==> src/rtl/pbcfg_pkg.sv <==
package pbcfg_pkg;

    typedef enum logic [2:0] {
        ST_IDLE  = 3'd0,
        ST_RESET = 3'd1,
        ST_WAIT  = 3'd2,
        ST_XFER  = 3'd3,
        ST_FLUSH = 3'd4,
        ST_OK    = 3'd5,
        ST_ERR   = 3'd6
    } host_state_e;

endpackage

==> src/rtl/pbcfg_sync.sv <==
module pbcfg_sync #(
    parameter int W      = 2,
    parameter int STAGES = 2
) (
    input  logic         clk,
    input  logic         rst_n,
    input  logic [W-1:0] d,
    output logic [W-1:0] q
);

    logic [STAGES-1:0][W-1:0] stg_q;
    logic [STAGES-1:0][W-1:0] stg_d;

    if (STAGES == 1) begin : g_single
        always_comb stg_d = d;
    end else begin : g_chain
        always_comb stg_d = {stg_q[STAGES-2:0], d};
    end

    always_ff @(posedge clk or negedge rst_n) begin
        if (!rst_n) stg_q <= '0;
        else        stg_q <= stg_d;
    end

    assign q = stg_q[STAGES-1];

endmodule

==> src/rtl/pbcfg_count.sv <==
module pbcfg_count #(
    parameter int W   = 8,
    parameter int MAX = 255
) (
    input  logic         clk,
    input  logic         rst_n,
    input  logic         clr,
    input  logic         inc,
    output logic [W-1:0] val
);

    localparam logic [W-1:0] TOP = W'(MAX);

    logic [W-1:0] val_d, val_q;

    always_comb begin
        val_d = val_q;
        if (clr)                     val_d = '0;
        else if (inc && val_q != TOP) val_d = val_q + W'(1);
    end

    always_ff @(posedge clk or negedge rst_n) begin
        if (!rst_n) val_q <= '0;
        else        val_q <= val_d;
    end

    assign val = val_q;

endmodule

==> src/rtl/pbcfg_host.sv <==
module pbcfg_host
    import pbcfg_pkg::*;
#(
    parameter int DW            = 8,
    parameter int RST_CYCLES    = 8,
    parameter int SLOW_EDGES    = 4,
    parameter int FLUSH_EDGES   = 3,
    parameter int TIMEOUT_EDGES = 64,
    parameter int SYNC_STAGES   = 2
) (
    input  logic          clk,
    input  logic          rst_n,
    input  logic          start_i,
    input  logic          slow_i,
    input  logic          s_valid_i,
    input  logic [DW-1:0] s_data_i,
    input  logic          s_last_i,
    output logic          s_ready_o,
    output logic          prog_n_o,
    input  logic          tgt_rdy_i,
    input  logic          tgt_fin_i,
    output logic          bclk_o,
    output logic [DW-1:0] bdat_o,
    output logic          busy_o,
    output logic          ok_o,
    output logic          err_o
);

    localparam int CNT_MAX = (RST_CYCLES > TIMEOUT_EDGES) ? RST_CYCLES : TIMEOUT_EDGES;
    localparam int CW      = $clog2(CNT_MAX + 1);
    localparam int RW      = $clog2(SLOW_EDGES + 1);

    localparam logic [RW-1:0] HOLD_SLOW = RW'(SLOW_EDGES);
    localparam logic [RW-1:0] HOLD_ONE  = RW'(1);
    localparam logic [CW-1:0] RST_LAST  = CW'(RST_CYCLES - 1);
    localparam logic [CW-1:0] FLUSH_MIN = CW'(FLUSH_EDGES);
    localparam logic [CW-1:0] TMO_LIM   = CW'(TIMEOUT_EDGES);

    typedef struct packed {
        host_state_e   st;
        logic          bclk;
        logic [DW-1:0] dat;
        logic [RW-1:0] rem;
        logic          last;
        logic          slow;
        logic          fin_prev;
        logic          fin_seen;
    } host_regs_t;

    host_regs_t    r_d, r_q;
    logic          cnt_clr, cnt_inc;
    logic [CW-1:0] cnt;
    logic [1:0]    sync_q;
    logic          rdy_s, fin_s;
    logic          fin_rise, fin_any;

    pbcfg_sync #(
        .W      (2),
        .STAGES (SYNC_STAGES)
    ) u_sync (
        .clk   (clk),
        .rst_n (rst_n),
        .d     ({tgt_rdy_i, tgt_fin_i}),
        .q     (sync_q)
    );

    assign rdy_s = sync_q[1];
    assign fin_s = sync_q[0];

    pbcfg_count #(
        .W   (CW),
        .MAX (CNT_MAX)
    ) u_cnt (
        .clk   (clk),
        .rst_n (rst_n),
        .clr   (cnt_clr),
        .inc   (cnt_inc),
        .val   (cnt)
    );

    assign fin_rise  = fin_s && !r_q.fin_prev;
    assign fin_any   = r_q.fin_seen || fin_rise;
    assign s_ready_o = (r_q.st == ST_XFER) && rdy_s && (r_q.rem == '0) && !r_q.last;

    always_comb begin
        r_d          = r_q;
        cnt_clr      = 1'b0;
        cnt_inc      = 1'b0;
        r_d.fin_prev = fin_s;
        case (r_q.st)
            ST_IDLE, ST_OK, ST_ERR: begin
                r_d.bclk = 1'b0;
                if (start_i) begin
                    r_d.st   = ST_RESET;
                    r_d.slow = slow_i;
                    cnt_clr  = 1'b1;
                end
            end
            ST_RESET: begin
                if (cnt == RST_LAST) r_d.st = ST_WAIT;
                else                 cnt_inc = 1'b1;
            end
            ST_WAIT: begin
                if (rdy_s) begin
                    r_d.st       = ST_XFER;
                    r_d.rem      = '0;
                    r_d.last     = 1'b0;
                    r_d.fin_seen = 1'b0;
                    r_d.bclk     = 1'b0;
                end
            end
            ST_XFER: begin
                r_d.fin_seen = fin_any;
                if (!rdy_s) begin
                    r_d.st   = ST_ERR;
                    r_d.bclk = 1'b0;
                end else begin
                    if (r_q.bclk) begin
                        r_d.bclk = 1'b0;
                        if (r_q.rem == '0 && r_q.last) begin
                            r_d.st  = ST_FLUSH;
                            cnt_clr = 1'b1;
                        end
                    end else if (r_q.rem != '0) begin
                        r_d.bclk = 1'b1;
                        r_d.rem  = r_q.rem - RW'(1);
                    end
                    if (s_ready_o && s_valid_i) begin
                        r_d.dat  = s_data_i;
                        r_d.rem  = r_q.slow ? HOLD_SLOW : HOLD_ONE;
                        r_d.last = s_last_i;
                    end
                end
            end
            ST_FLUSH: begin
                r_d.fin_seen = fin_any;
                if (!rdy_s) begin
                    r_d.st   = ST_ERR;
                    r_d.bclk = 1'b0;
                end else if (r_q.bclk) begin
                    r_d.bclk = 1'b0;
                end else if (fin_any && cnt >= FLUSH_MIN) begin
                    r_d.st = ST_OK;
                end else if (cnt >= TMO_LIM) begin
                    r_d.st = ST_ERR;
                end else begin
                    r_d.bclk = 1'b1;
                    cnt_inc  = 1'b1;
                end
            end
            default: r_d.st = ST_IDLE;
        endcase
    end

    always_ff @(posedge clk or negedge rst_n) begin
        if (!rst_n) r_q <= '0;
        else        r_q <= r_d;
    end

    assign prog_n_o = (r_q.st != ST_RESET);
    assign bclk_o   = r_q.bclk;
    assign bdat_o   = r_q.dat;
    assign busy_o   = (r_q.st == ST_RESET) || (r_q.st == ST_WAIT) ||
                      (r_q.st == ST_XFER)  || (r_q.st == ST_FLUSH);
    assign ok_o     = (r_q.st == ST_OK);
    assign err_o    = (r_q.st == ST_ERR);


    bclk_half_rate_chk: assert property (@(posedge clk) disable iff (!rst_n)
        r_q.bclk |=> !r_q.bclk);


    bdat_hold_chk: assert property (@(posedge clk) disable iff (!rst_n)
        !$stable(r_q.dat) |-> !r_q.bclk);


    edge_gate_chk: assert property (@(posedge clk) disable iff (!rst_n)
        $rose(r_q.bclk) |-> $past(rdy_s));


    err_quiet_chk: assert property (@(posedge clk) disable iff (!rst_n)
        (r_q.st == ST_ERR) |=> !r_q.bclk);


    ok_flush_chk: assert property (@(posedge clk) disable iff (!rst_n)
        $rose(ok_o) |-> ($past(cnt) >= FLUSH_MIN));


    busy_start_chk: assert property (@(posedge clk) disable iff (!rst_n)
        ((r_q.st == ST_XFER || r_q.st == ST_FLUSH) && start_i) |=> prog_n_o);

endmodule

==> config.mk <==
export PLATFORM = sky130hd
export DESIGN_NAME = pbcfg_host
export DESIGN_NICKNAME = d
export VERILOG_FILES = /design/src/rtl/pbcfg_pkg.sv /design/src/rtl/pbcfg_sync.sv /design/src/rtl/pbcfg_count.sv /design/src/rtl/pbcfg_host.sv
export SDC_FILE = /design/constraint.sdc
export NUM_CORES = 1
export LEC_CHECK = 0
export BUFFER_PORTS_ARGS = -buffer_cell sky130_fd_sc_hd__clkbuf_2
export CAP_MARGIN = 20
export CORE_MARGIN = 2
export CORE_UTILIZATION = 50
export DETAILED_ROUTE_END_ITERATION = 16
export PLACE_DENSITY_LB_ADDON = 0.25
export SLEW_MARGIN = 20
export SYNTH_ARGS = -nofsm -noshare
export SYNTH_HDL_FRONTEND = slang
export SYNTH_SLANG_ARGS = --single-unit
==> constraint.sdc <==
create_clock -name clk -period 2.94 [get_ports clk]
set_input_delay 0.588 -clock clk [delete_from_list [all_inputs] [get_ports clk]]
set_output_delay 0.588 -clock clk [all_outputs]
set_load 0.1 [all_outputs]
After elaboration in Yosys (flattened, before gate mapping). Cells that the tools add are included.

Add/subtract/negate cells: 2. Reductions and logical operators: 30. $lt $le $gt $ge: 2. Mux-type cells: 36. Equal/unequal tests: 20.

Operators by type and width (number): two-way mux 3 bit (10); two-way mux 4 bit (6); case mux 3 bit (5 select lines) (1); two-way mux 7 bit (2); two-way mux 1 bit (12); equality test 3 bit, second input constant (3); inequality test 3 bit, second input constant (3); logical AND 1 bit (8); case mux 4 bit (2 select lines) (1); adder 7 x 1 -> 7 bit, second input constant (1); equality test 7 x 3 -> 1 bit, second input constant (1); >= comparator 7 x 2 -> 1 bit, second input constant (1); >= comparator 7 bit, second input constant (1); inequality test 7 bit, second input constant (1); AND reduction 7 bit (1); equality test 3 x 2 -> 1 bit, second input constant (2); logical NOT 3 bit (2); inequality test 2 x 1 -> 1 bit, second input constant (3); inequality test 3 x 1 -> 1 bit, second input constant (2); case mux 1 bit (2 select lines) (3); AND reduction 2 bit (3); nonzero test 2 bit (3); AND reduction 5 bit (1); logical OR 1 bit (4); other kinds (13) (15).

Register bits after elaboration: 30. Bits of input ports: 16. Output and inout bits: 14. Word-level logic and storage cells: 101.

Depth between registers and ports, before layout.
Depth after elaboration: 11. Gate-level depth with buffers: 7. Depth with buffers taken out: 7.

Hierarchy. A second synthesis with hierarchy kept.

Cell total of the unflattened synthesis: 172. Area, all modules: 1766.7 µm².

By module, submodules not included: pbcfg_host (instances 1, cells each 123, sequential area each 475.5 µm², area each 1233.7 µm²); pbcfg_count (instances 1, cells each 45, sequential area each 175.2 µm², area each 432.9 µm²); pbcfg_sync (instances 1, cells each 4, sequential area each 100.1 µm², area each 100.1 µm²).

Worst setup path after synthesis. No wires, ideal clock.

Kind: register to output. From: register r_q[17] (netlist bit). To: output port s_ready_o. Path buffers: 1. Stages on the path, launching flop included: 4. Data required time: 2.352 ns. Slack: -0.442 ns. Arrival time: 2.794 ns. Cell sequence: dfrtp_1 > clkbuf_1 > nand4b_1 > nor3_1.

Cells in the longest elaborated chain, start to end: 4.

Ends and longest elaborated chain: from (decl) (line pbcfg_host.sv:50) `host_regs_t r_d, r_q;`; from (signal assigned) (line pbcfg_host.sv:157) `else r_q <= r_d;`; equality test 3 x 2 -> 1 bit (line pbcfg_host.sv:83) `assign s_ready_o = (r_q.st == ST_XFER) && rdy_s && (r_q.rem == '0) && !r_q.last;`; logical AND 1 bit (3 in a row) (line pbcfg_host.sv:83); to (decl) (line pbcfg_host.sv:18) `output logic s_ready_o,`.

Every way passes these cells.

Worst setup path in the final report.
From: register r_q[18] (netlist bit). To: output port err_o.

Cells in the longest elaborated chain, start to end: 1.

Ends and longest elaborated chain: equality test 3 bit (line pbcfg_host.sv:166) `assign err_o = (r_q.st == ST_ERR);`; to (decl) (line pbcfg_host.sv:26) `output logic err_o`.

Every way passes these cells.

==> results.yml <==
routing:
  antenna_left: 0
  wl_um: 3530
  detail_route.first_pass.iterations: 4
  initialDrtViolationCount: 54
  detail_route.wl_per_cell_um: 14.8
  post_drt_via_cell_ratio: 5.88
  vias: 1405
  drc: 0
synthesis:
  synth.top_cell.area_share: 0.430
  yosysTopAreaCell: "sky130_fd_sc_hd__dfrtp_1"
  yosysWarnings: 0
  synth_common_cells: "sky130_fd_sc_hd__dfrtp_1 (30), sky130_fd_sc_hd__inv_1 (10), sky130_fd_sc_hd__nand2_1 (9)"
  most_frequent_cell_after_synthesis: "sky130_fd_sc_hd__dfrtp_1"
  synth_area_um2: 1750
  dominantRegCellSynth: "sky130_fd_sc_hd__dfrtp_1"
  edff_count_synth: 0
  synth.yosys.seq_area_share: 0.430
  synth_seq_cells: 30
  postSynth.asyncResetShare: 1.00
  synthTopCellsByArea: "sky130_fd_sc_hd__dfrtp_1 (43%), sky130_fd_sc_hd__buf_4 (3.4%), sky130_fd_sc_hd__ha_1 (2.9%)"
  synthesis.instances: 173
  syn-mean-instance-area_um2: 10.1
  synth_fp_nets: 194
  netlist-cell-type-count: 49
sta:
  grt_setup_unrepaired: "no"
  timing_worst_slew_pin_value_ns: 0.727
  final.hold.worst_slack_ns: 0.285
  worst_slew_margin_rel: 0.515
  setup-violations-final: 0
  final-max-slew-violation-count: 0
  number_of_hold_violations_in_the_final_report: 0
  highest_clock_rate_mhz: 391
  min_period_ns: 2.55
  setup_total_negative_slack_ns: 0
  final.period_utilization: 0.869
  fin_worst_skew_ns: 0.00909
global_route:
  globalRoute.busiestLayer: "met2"
  grt_max_degree: 31
  grt.met1_usage: 0.240
  grt.overflow.total: 0
  grt_pass1_wl_um: 6370
  gr-usage-met3: 0.0554
  met2_usage: 0.342
  grt_use_total: 0.204
  antenna_found_initial: 0
  first_global_vias: 1426
power_and_ir_drop:
  power_density_nw_per_um2: 381
  static-leakage-power_uw: 0.000865
  totalPowerFinal_uw: 728
  internal_power_uw: 524
  power_frac_comb: 0.104
  seq_power_share: 0.586
  clkPwrFrac: 0.309
  swShare: 0.281
  ir_drop_v: 0.000269
  p_sw_uw: 205
die:
  die_h_um: 63.1
  fp.dieW_um: 63.1
  initial_utilization: 0.523
  top_level_ports: 30
  core_um2: 3340
  fp.dieArea_um2: 3980
  core.rowCount: 21
clock_network:
  cts_root_buf: "sky130_fd_sc_hd__clkbuf_4"
  cts.reportedPaths.clkPinSlew_ns: 0.10
  cts-hold-fix-buffers: 0
  h_tree_depth: 2
  worstSkewPairLatency_ns: 0.34
  cts_inserted_buffers: 5
  cts.path.max_buffers: 2
  cts_tree: "built"
  postCtsSetupRepairBufs: 0
  cts.sinks: 30
  cts_repair_resize_count: 0
setup_path:
  critPathCaptureType: "output pin"
  worst-path-max-fanout: 17
  timing.critical_path.arrival_ns: 1.97
  criticalPathCategory: "register to output pin"
  wp_data_required_ns: 2.35
  cp-start-kind: "register"
place:
  numPortBuffers: 29
  placed_cells: 232
  hpwlAfterDp_um: 2640
  gp_congestion: 0.856
layout:
  layoutNonFillerInstCount: 239
  area_growth_pct: 9.38
  antennaDiodeCount: 0
  finish.net_count: 214
  final_core_utilization: 0.573
  filler_cell_count: 301
  layout-drive-gt1-share: 0.249
hold_path:
  tightest_hold_check_type: "input pin to asynchronous set/reset pin"
flow_run:
  max_cap_viol_count: 0
run_status:
  outcome: "completed"
-- power groups by stage --
stage / Sequential [uW] / Combinational, uW / Clock [uW]
global route: 428 / 80.6 / 251
detailed placement: 435 / 77.2 / 0
finish: 427 / 76.0 / 225
floorplan: 432 / 62.4 / 0
CTS: 427 / 77.3 / 232
global placement: 434 / 76.4 / 0
-- critical path, cell delays in order, from the launching register on --
cell,delay (ns)
sky130_fd_sc_hd__dfrtp_1,0.67
sky130_fd_sc_hd__nor2b_1,0.34
sky130_fd_sc_hd__and2_1,0.17
sky130_fd_sc_hd__clkbuf_2,0.45
-- per-stage QoR --
stage / setup slack (ns) / instance area (um2)
after floorplan: 0.0109 / 1750
after global placement: 0.710 / 1860
after detailed placement: 0.692 / 1860
after CTS: 0.404 / 1910
after global routing: 0.255 / 1910
final: 0.385 / 1910
-- sequential cells by signal (all words and copies together) (netlist names) --
signal and cells:
r_q 10, bdat_o 8, u_cnt.val 7, u_sync.q 2, u_sync.stg_d 2, bclk_o 1
-- cell usage in the layout (no fill, tap or decap), types with 4 or more instances in the layout --
cell / n
sky130_fd_sc_hd__a21oi_1: 8
sky130_fd_sc_hd__nand4_1: 5
sky130_fd_sc_hd__o21ai_1: 4
sky130_fd_sc_hd__mux2_1: 4
sky130_fd_sc_hd__o21ai_0: 7
sky130_fd_sc_hd__ha_1: 4
sky130_fd_sc_hd__dfrtp_1: 30
sky130_fd_sc_hd__nor2b_1: 4
sky130_fd_sc_hd__clkbuf_2: 29
sky130_fd_sc_hd__inv_1: 10
sky130_fd_sc_hd__nand3_1: 5
sky130_fd_sc_hd__o31ai_1: 6
sky130_fd_sc_hd__nand2b_1: 6
sky130_fd_sc_hd__mux2_2: 4
sky130_fd_sc_hd__or3_1: 4
sky130_fd_sc_hd__nand2_1: 9
sky130_fd_sc_hd__clkbuf_4: 5
sky130_fd_sc_hd__nor2_1: 5
-- metal layers --
metal / share of wire / wire length, um
met2: 0.48 / 1710
met3: 0.056 / 197
met1: 0.43 / 1540
met5: 0 / 0
met4: 0.026 / 92
-- kinds of logic (layout without fill, tap and decap cells) --
kind of cell | Yosys count | after routing | synth area share
buffers and inverters | 26 | 46 | 0.0738
multiplexers | 11 | 11 | 0.0688
adder cells (fa/ha/maj) | 5 | 5 | 0.0401
AND/OR/NAND/NOR | 51 | 51 | 0.170
AO/OA/AOI/OAI | 47 | 47 | 0.203
flip-flops | 30 | 30 | 0.430
XOR/XNOR | 3 | 3 | 0.0150
-- final timing paths --
path                            startpoint            to  slack, ns  depth (start not counted)
setup / recovery                   r_q[18]         err_o       0.39                          3
hold / removal                       rst_n  u_cnt.val[1]       0.28                          1
setup reg to reg                   r_q[18]  u_cnt.val[6]       0.66                          5
hold reg to reg            u_sync.stg_d[2]   u_sync.q[0]       0.35                          0
max in group asynchronous            rst_n        r_q[1]       2.17                          1
min in group clk           u_sync.stg_d[2]   u_sync.q[0]       0.35                          0
-- cell type report --
cell class                 instances  area [um2]  area share
sequential                        30         751       0.393
multi-input combinational        117         872       0.456
clock inverter                     2        10.0     0.00524
tap                               46        57.6      0.0301
inverter                          10        37.5      0.0196
clock buffer                       5        37.5      0.0196
timing repair buffer              29         145      0.0760
Power figures use the tool's default switching activity.
